==> src/rtl/rtc_dhms_pkg.sv <==
package rtc_dhms_pkg;

    localparam int ADDR_W = 6;
    localparam int DATA_W = 16;

    localparam logic [ADDR_W-1:0] OFS_HM      = 6'h00;
    localparam logic [ADDR_W-1:0] OFS_SEC     = 6'h04;
    localparam logic [ADDR_W-1:0] OFS_ALM_HM  = 6'h08;
    localparam logic [ADDR_W-1:0] OFS_ALM_SEC = 6'h0C;
    localparam logic [ADDR_W-1:0] OFS_CTL     = 6'h10;
    localparam logic [ADDR_W-1:0] OFS_STAT    = 6'h14;
    localparam logic [ADDR_W-1:0] OFS_IEN     = 6'h18;
    localparam logic [ADDR_W-1:0] OFS_DAY     = 6'h20;
    localparam logic [ADDR_W-1:0] OFS_ALM_DAY = 6'h24;

    localparam int CTL_RUN_BIT  = 7;
    localparam int CTL_FSEL_LO  = 5;
    localparam int FLAG_ALARM   = 2;
    localparam int FLAG_SECOND  = 4;

    localparam int HR_W = 5;
    localparam int MN_W = 6;
    localparam int SC_W = 6;

    typedef enum logic [0:0] {
        CORE_OFF = 1'b0,
        CORE_RUN = 1'b1
    } core_state_e;

    typedef struct packed {
        logic [HR_W-1:0] hr;
        logic [MN_W-1:0] mn;
        logic [SC_W-1:0] sc;
    } tod_t;

endpackage

==> src/rtl/rtc_time_counter.sv <==
module rtc_time_counter
    import rtc_dhms_pkg::*;
#(
    parameter int DAY_W = 16
) (
    input  logic             clk,
    input  logic             rst_n,
    input  logic             step,
    input  logic             wr_hm,
    input  logic             wr_sec,
    input  logic             wr_day,
    input  logic [HR_W-1:0]  wr_hr_val,
    input  logic [MN_W-1:0]  wr_mn_val,
    input  logic [SC_W-1:0]  wr_sc_val,
    input  logic [DAY_W-1:0] wr_day_val,
    output tod_t             tod_q,
    output logic [DAY_W-1:0] day_q,
    output tod_t             tod_nxt,
    output logic [DAY_W-1:0] day_nxt
);

    localparam logic [SC_W-1:0] SC_LAST = SC_W'(59);
    localparam logic [MN_W-1:0] MN_LAST = MN_W'(59);
    localparam logic [HR_W-1:0] HR_LAST = HR_W'(23);

    logic sc_wrap, mn_wrap, hr_wrap, any_wr;

    always_comb begin
        sc_wrap = (tod_q.sc == SC_LAST);
        mn_wrap = (tod_q.mn == MN_LAST);
        hr_wrap = (tod_q.hr == HR_LAST);
        any_wr  = wr_hm | wr_sec | wr_day;

        tod_nxt.sc = sc_wrap ? '0 : tod_q.sc + SC_W'(1);
        tod_nxt.mn = tod_q.mn;
        tod_nxt.hr = tod_q.hr;
        day_nxt    = day_q;
        if (sc_wrap) begin
            tod_nxt.mn = mn_wrap ? '0 : tod_q.mn + MN_W'(1);
            if (mn_wrap) begin
                tod_nxt.hr = hr_wrap ? '0 : tod_q.hr + HR_W'(1);
                if (hr_wrap) begin
                    day_nxt = day_q + DAY_W'(1);
                end
            end
        end
    end

    always_ff @(posedge clk or negedge rst_n) begin
        if (!rst_n) begin
            tod_q <= '0;
            day_q <= '0;
        end else if (any_wr) begin
            if (wr_hm) begin
                tod_q.hr <= wr_hr_val;
                tod_q.mn <= wr_mn_val;
            end
            if (wr_sec) begin
                tod_q.sc <= wr_sc_val;
            end
            if (wr_day) begin
                day_q <= wr_day_val;
            end
        end else if (step) begin
            tod_q <= tod_nxt;
            day_q <= day_nxt;
        end
    end

    p_hold_r2: assert property (@(posedge clk) disable iff (!rst_n)
        (!step && !any_wr) |=> ($stable(tod_q) && $stable(day_q)));

    p_sec_carry_r3: assert property (@(posedge clk) disable iff (!rst_n)
        (step && !any_wr && tod_q.sc == SC_LAST) |=> (tod_q.sc == '0));

    p_day_wrap_r4: assert property (@(posedge clk) disable iff (!rst_n)
        (step && !any_wr && tod_q.sc == SC_LAST && tod_q.mn == MN_LAST &&
         tod_q.hr == HR_LAST && day_q == '1) |=> (day_q == '0));

    p_wr_prio_r5: assert property (@(posedge clk) disable iff (!rst_n)
        (wr_sec && step) |=> (tod_q.sc == $past(wr_sc_val)));

endmodule

==> src/rtl/rtc_alarm_match.sv <==
module rtc_alarm_match
    import rtc_dhms_pkg::*;
#(
    parameter int DAY_W = 16
) (
    input  logic             clk,
    input  logic             rst_n,
    input  logic             wr_hm,
    input  logic             wr_sec,
    input  logic             wr_day,
    input  logic [HR_W-1:0]  wr_hr_val,
    input  logic [MN_W-1:0]  wr_mn_val,
    input  logic [SC_W-1:0]  wr_sc_val,
    input  logic [DAY_W-1:0] wr_day_val,
    input  logic             step,
    input  tod_t             tod_nxt,
    input  logic [DAY_W-1:0] day_nxt,
    output tod_t             alm_q,
    output logic [DAY_W-1:0] alm_day_q,
    output logic             hit
);

    always_ff @(posedge clk or negedge rst_n) begin
        if (!rst_n) begin
            alm_q     <= '0;
            alm_day_q <= '0;
        end else begin
            if (wr_hm) begin
                alm_q.hr <= wr_hr_val;
                alm_q.mn <= wr_mn_val;
            end
            if (wr_sec) begin
                alm_q.sc <= wr_sc_val;
            end
            if (wr_day) begin
                alm_day_q <= wr_day_val;
            end
        end
    end

    // compare against the value the counters take on this advance
    always_comb begin
        hit = step && (tod_nxt == alm_q) && (day_nxt == alm_day_q);
    end

endmodule

==> src/rtl/rtc_irq_ctrl.sv <==
module rtc_irq_ctrl
    import rtc_dhms_pkg::*;
(
    input  logic              clk,
    input  logic              rst_n,
    input  logic [DATA_W-1:0] set_vec,
    input  logic              wr_stat,
    input  logic              wr_ien,
    input  logic [DATA_W-1:0] wdata,
    output logic [DATA_W-1:0] stat_q,
    output logic [DATA_W-1:0] ien_q,
    output logic              irq
);

    localparam logic [DATA_W-1:0] IMPL_MASK =
        DATA_W'((1 << FLAG_ALARM) | (1 << FLAG_SECOND));

    logic [DATA_W-1:0] clr_vec;
    logic [DATA_W-1:0] stat_d;

    always_comb begin
        clr_vec = wr_stat ? wdata : '0;
        stat_d  = ((stat_q & ~clr_vec) | set_vec) & IMPL_MASK;
    end

    always_ff @(posedge clk or negedge rst_n) begin
        if (!rst_n) begin
            stat_q <= '0;
            ien_q  <= '0;
        end else begin
            stat_q <= stat_d;
            if (wr_ien) begin
                ien_q <= wdata & IMPL_MASK;
            end
        end
    end

    always_comb begin
        irq = |(stat_q & ien_q);
    end

    p_w1c_r10: assert property (@(posedge clk) disable iff (!rst_n)
        (wr_stat && wdata[FLAG_SECOND] && !set_vec[FLAG_SECOND])
        |=> !stat_q[FLAG_SECOND]);

    p_alarm_set_r8: assert property (@(posedge clk) disable iff (!rst_n)
        set_vec[FLAG_ALARM] |=> stat_q[FLAG_ALARM]);

    p_irq_mask_r11: assert property (@(posedge clk) disable iff (!rst_n)
        (ien_q == '0) |-> !irq);

endmodule

==> src/rtl/rtc_dhms_core.sv <==
module rtc_dhms_core
    import rtc_dhms_pkg::*;
#(
    parameter int DAY_W = 16
) (
    input  logic              clk,
    input  logic              rst_n,
    input  logic              tick_1hz,
    input  logic              wr_en,
    input  logic              rd_en,
    input  logic [ADDR_W-1:0] addr,
    input  logic [DATA_W-1:0] wdata,
    output logic [DATA_W-1:0] rdata,
    output logic              irq
);

    localparam int FSEL_W = 2;

    core_state_e       state_q, state_d;
    logic              run;
    logic [FSEL_W-1:0] fsel_q;

    logic wr_t_hm, wr_t_sec, wr_t_day, wr_a_hm, wr_a_sec, wr_a_day;
    logic wr_ctl, wr_stat, wr_ien, time_wr, adv, hit;

    tod_t             tod_q, tod_nxt, alm_q;
    logic [DAY_W-1:0] day_q, day_nxt, alm_day_q;
    logic [DATA_W-1:0] stat_q, ien_q, set_vec;

    always_comb begin
        wr_t_hm  = wr_en && (addr == OFS_HM);
        wr_t_sec = wr_en && (addr == OFS_SEC);
        wr_t_day = wr_en && (addr == OFS_DAY);
        wr_a_hm  = wr_en && (addr == OFS_ALM_HM);
        wr_a_sec = wr_en && (addr == OFS_ALM_SEC);
        wr_a_day = wr_en && (addr == OFS_ALM_DAY);
        wr_ctl   = wr_en && (addr == OFS_CTL);
        wr_stat  = wr_en && (addr == OFS_STAT);
        wr_ien   = wr_en && (addr == OFS_IEN);
        time_wr  = wr_t_hm | wr_t_sec | wr_t_day;
    end

    // controller: state register
    always_ff @(posedge clk or negedge rst_n) begin
        if (!rst_n) begin
            state_q <= CORE_OFF;
        end else begin
            state_q <= state_d;
        end
    end

    // controller: START and STOP transitions
    always_comb begin
        state_d = state_q;
        unique case (state_q)
            CORE_OFF: if (wr_ctl && wdata[CTL_RUN_BIT])  state_d = CORE_RUN;
            CORE_RUN: if (wr_ctl && !wdata[CTL_RUN_BIT]) state_d = CORE_OFF;
        endcase
    end

    // controller: outputs
    always_comb begin
        run     = (state_q == CORE_RUN);
        adv     = run && tick_1hz && !time_wr;
        set_vec = '0;
        set_vec[FLAG_SECOND] = run && tick_1hz;
        set_vec[FLAG_ALARM]  = hit;
    end

    always_ff @(posedge clk or negedge rst_n) begin
        if (!rst_n) begin
            fsel_q <= '0;
        end else if (wr_ctl) begin
            fsel_q <= wdata[CTL_FSEL_LO +: FSEL_W];
        end
    end

    rtc_time_counter #(.DAY_W(DAY_W)) u_time (
        .clk        (clk),
        .rst_n      (rst_n),
        .step       (adv),
        .wr_hm      (wr_t_hm),
        .wr_sec     (wr_t_sec),
        .wr_day     (wr_t_day),
        .wr_hr_val  (wdata[8 +: HR_W]),
        .wr_mn_val  (wdata[0 +: MN_W]),
        .wr_sc_val  (wdata[0 +: SC_W]),
        .wr_day_val (wdata[0 +: DAY_W]),
        .tod_q      (tod_q),
        .day_q      (day_q),
        .tod_nxt    (tod_nxt),
        .day_nxt    (day_nxt)
    );

    rtc_alarm_match #(.DAY_W(DAY_W)) u_alarm (
        .clk        (clk),
        .rst_n      (rst_n),
        .wr_hm      (wr_a_hm),
        .wr_sec     (wr_a_sec),
        .wr_day     (wr_a_day),
        .wr_hr_val  (wdata[8 +: HR_W]),
        .wr_mn_val  (wdata[0 +: MN_W]),
        .wr_sc_val  (wdata[0 +: SC_W]),
        .wr_day_val (wdata[0 +: DAY_W]),
        .step       (adv),
        .tod_nxt    (tod_nxt),
        .day_nxt    (day_nxt),
        .alm_q      (alm_q),
        .alm_day_q  (alm_day_q),
        .hit        (hit)
    );

    rtc_irq_ctrl u_irq (
        .clk     (clk),
        .rst_n   (rst_n),
        .set_vec (set_vec),
        .wr_stat (wr_stat),
        .wr_ien  (wr_ien),
        .wdata   (wdata),
        .stat_q  (stat_q),
        .ien_q   (ien_q),
        .irq     (irq)
    );

    always_comb begin
        rdata = '0;
        if (rd_en) begin
            unique case (addr)
                OFS_HM:      rdata = {3'b0, tod_q.hr, 2'b0, tod_q.mn};
                OFS_SEC:     rdata = {10'b0, tod_q.sc};
                OFS_DAY:     rdata = DATA_W'(day_q);
                OFS_ALM_HM:  rdata = {3'b0, alm_q.hr, 2'b0, alm_q.mn};
                OFS_ALM_SEC: rdata = {10'b0, alm_q.sc};
                OFS_ALM_DAY: rdata = DATA_W'(alm_day_q);
                OFS_CTL:     rdata = {8'b0, run, fsel_q, 5'b0};
                OFS_STAT:    rdata = stat_q;
                OFS_IEN:     rdata = ien_q;
                default:     rdata = '0;
            endcase
        end
    end

    p_start_r7: assert property (@(posedge clk) disable iff (!rst_n)
        (wr_ctl && wdata[CTL_RUN_BIT]) |=> (state_q == CORE_RUN));

    p_no_alarm_off_r8: assert property (@(posedge clk) disable iff (!rst_n)
        (state_q == CORE_OFF) |-> !hit);

endmodule

==> config.mk <==
export PLATFORM = sky130hd
export DESIGN_NAME = rtc_dhms_core
export DESIGN_NICKNAME = d
export VERILOG_FILES = /design/src/rtl/rtc_dhms_pkg.sv /design/src/rtl/rtc_time_counter.sv /design/src/rtl/rtc_alarm_match.sv /design/src/rtl/rtc_irq_ctrl.sv /design/src/rtl/rtc_dhms_core.sv
export SDC_FILE = /design/constraint.sdc
export NUM_CORES = 1
export LEC_CHECK = 0
export CAP_MARGIN = 10
export CORE_UTILIZATION = 65
export CTS_BUF_LIST = sky130_fd_sc_hd__clkbuf_2 sky130_fd_sc_hd__clkbuf_4 sky130_fd_sc_hd__clkbuf_8
export DETAILED_ROUTE_END_ITERATION = 16
export PLACE_DENSITY = 0.93
export REMOVE_ABC_BUFFERS = 1
export SYNTH_ARGS = -nofsm -noshare
export SYNTH_HDL_FRONTEND = slang
export SYNTH_SLANG_ARGS = --single-unit
==> constraint.sdc <==
create_clock -name clk -period 6 [get_ports clk]
set_clock_uncertainty 0.15 [all_clocks]
set_input_delay 1.2 -clock clk [delete_from_list [all_inputs] [get_ports clk]]
set_output_delay 1.2 -clock clk [all_outputs]
set_load 0.01 [all_outputs]
==> run metrics <==
Die Area=8431 um^2; status=finished, final reports clean; 1st-pass router iterations=6; drt drc=0; Post-synth top flop=dfrtp_1; total grt overflow=0; Post-Syn Area=5244 um^2; nets=654; Max Cap Viol=0; worst reg2reg path startpoint=u_time.tod_q[0]; synthesized instance count=between 600 and 700; WP data required=4650 ps; Synth Area per Inst=8.696 um^2; peak supply drop=between 0.00015 and 0.0002 V; Slew Limit Fails=0; crit path capture type=output port; Ports=44; worst slew pin tran=~1100 ps; Leak=~2.3 nW; Initial Util=67.51%; final wirelength=16.73 mm; pwr/cell area=260.9 nW/um^2; CTS Sinks=73; post-detailed-route wirelength per cell=22.92 um; fmax=190.6 MHz; die width=91.82 um; Post-CTS Setup Bufs=0; Non-Filler Instances=730; FF-to-FF End=u_irq.stat_q[2]; Resize count post-CTS=0; clock root cell=clkbuf_8; Avg Vias per Cell=7.238; Worst-Skew Late Latency=around 370 ps; Final HPWL DP=~12 mm; via count=5284; initial antenna violation count=0; dpl cells=714; PortBufs=43; first-pass GRT wire length=between 20 and 30 mm; Worst Hold Depth=1; Worst R2R Setup Slack=~2200 ps; Post-synth top cells=dfrtp_1, nor2_1, a21oi_1; ANT cells=0; htree depth=3; post-synth top area share=34.84%; clk buf depth=2; Iter 0 DRT Violations=slightly above 600; unrepaired setup endpoints after global routing=false; hold wc startpoint=u_irq.ien_q[4]; # setup viols final=0; largest cells by area after synthesis=dfrtp_1, mux2_2, a21oi_1; CTS tree=built; proportion of layout cells with a drive suffix above 1=between 10% and 20%; Critical Path AT=a little under 4000 ps; cell taking the most area after synthesis=dfrtp_1; crit path kind=input port to output port; Die Y=~92 um; max_slew headroom=24.03%; final hold vios=0; std cell rows=32; CTS Buf Count=9; fraction of registers with async set/reset=100.0%; largest net degree at the start of global routing=74; register area share after synthesis=between 30% and 40%; cells on worst reg2reg path=8; worst hold-check path type=flip-flop to flip-flop; CP Launch Type=input port; Antenna Nets Post-Route=0; EDFF count, synth=0; Yosys warnings=0; post-synth cell types=59; vias in the first global route=roughly 5000; total track usage=about two fifths; Worst Hold End=u_irq.ien_q[4]; Max FO, Critical Path=7; total negative slack=0 ps; Final Cycle Share=87.44%; synthesis-stage register bit count=73; Hold-fix buffers, CTS=0; Area growth syn-to-layout=13.15%; core area=7767 um^2; CTS clk-pin slew, worst paths=80 ps; count leader, synth=dfrtp_1; GP Congestion=slightly above 1; minimum clock period=5246 ps
==> worst max-delay path by stage <==
stage / to / depth (start not counted) / start / slack, ps
2_1_floorplan: rdata[2] / 5 / addr[1] / 1540
3_3_place_gp: rdata[9] / 7 / addr[2] / 980
3_5_place_dp: rdata[2] / 7 / addr[1] / 830
4_1_cts: rdata[10] / 7 / addr[2] / 830
5_1_grt: rdata[0] / 7 / addr[1] / 620
6_report: rdata[2] / 7 / addr[1] / 750
==> logic make-up after synthesis <==
kind of cell             share of synthesized area, %
AO/OA/AOI/OAI                                   24.31
AND/OR/NAND/NOR                                 19.26
flip-flops                                      34.84
buffers and inverters                           4.605
multiplexers                                    9.520
XOR/XNOR                                        6.514
adder cells (fa/ha/maj)                        0.9545
==> layer usage <==
metal | global-route usage [%] | wire, um | share of wire [%]
met3 | 9.287 | 1943 | 12
met1 | 54.64 | 6725 | 40
met5 | 0 | 0 | 0
met4 | 20.57 | 682 | 4.1
met2 | 61.90 | 7381 | 44
==> power by group <==
group	internal, mW	total, mW	switching [mW]	leakage [nW]
logic	0.177	0.384	0.207	1.25
registers	0.556	0.688	0.132	0.946
clock network	0.252	0.476	0.223	0.119
total	0.986	1.55	0.562	2.32
==> worst max-delay path, stage by stage <==
cell and delay [ps]:
clkdlybuf4s50_1 450, nor3_1 490, nand2b_1 210, nor2_1 560, a22oi_1 190, a31oi_1 220
clkdlybuf4s50_1 570
==> flip-flops by register name, summed over array words and instances (netlist names), named ones only <==
name,cells
u_time.day_q,16
u_alarm.alm_day_q,16
u_alarm.alm_q,17
u_irq.stat_q,2
fsel_q,2
u_irq.ien_q,2
u_time.tod_q,17
==> cell usage in the layout, fill, tap and decap left out, drive strengths merged, types with 4 or more instances in the layout <==
cell / netlist / routed
o211ai: 6 / 6
ha: 4 / 4
o22a: 6 / 6
a22o: 5 / 5
xor2: 11 / 11
a211oi: 4 / 4
clkdlybuf4s50: 0 / 42
and4: 5 / 5
o22ai: 9 / 9
a222oi: 4 / 4
buf: 8 / 12
nor2b: 5 / 5
mux2: 39 / 39
nand3: 17 / 17
and3: 11 / 11
clkbuf: 37 / 10
and2: 5 / 5
a32oi: 4 / 4
nand2b: 4 / 4
nand2: 32 / 32
a22oi: 32 / 32
nor4: 11 / 11
a31oi: 17 / 17
nor2: 53 / 53
o21ai: 37 / 37
xnor2: 28 / 28
nor3: 13 / 13
mux2i: 6 / 6
inv: 14 / 17
a21oi: 49 / 49
nand4: 11 / 11
a2111oi: 4 / 4
dfrtp: 73 / 73
==> layout make-up <==
| cell class | count | area [um^2] |
|---|---|---|
| multi-input combinational | 471 | 3181 |
| fill | 585 | 1834 |
| sequential | 73 | 1827 |
| timing repair buffer | 54 | 510.5 |
| clock buffer | 10 | 137.6 |
| tap | 102 | 127.6 |
| clock inverter | 6 | 97.59 |
| inverter | 14 | 52.55 |
==> through the flow <==
step | cell area, um^2 | hold WS, ps | utilization, % | power (mW) | setup WS (ps)
6_report | 5933 | 390.6 | 76.39 | 1.548 | 753.8
3_5_place_dp | 5698 | 373.2 | 73.36 | 1.064 | 831.8
2_1_floorplan | 5055 | 329.7 | - | 0.9076 | 1541
3_3_place_gp | 5698 | 348.7 | 73.36 | 1.046 | 982.3
4_1_cts | 5933 | 391.8 | 76.39 | 1.529 | 834.1
5_1_grt | 5933 | 403.9 | 76.39 | 1.600 | 621.3
(Power assumes the default switching activity.)
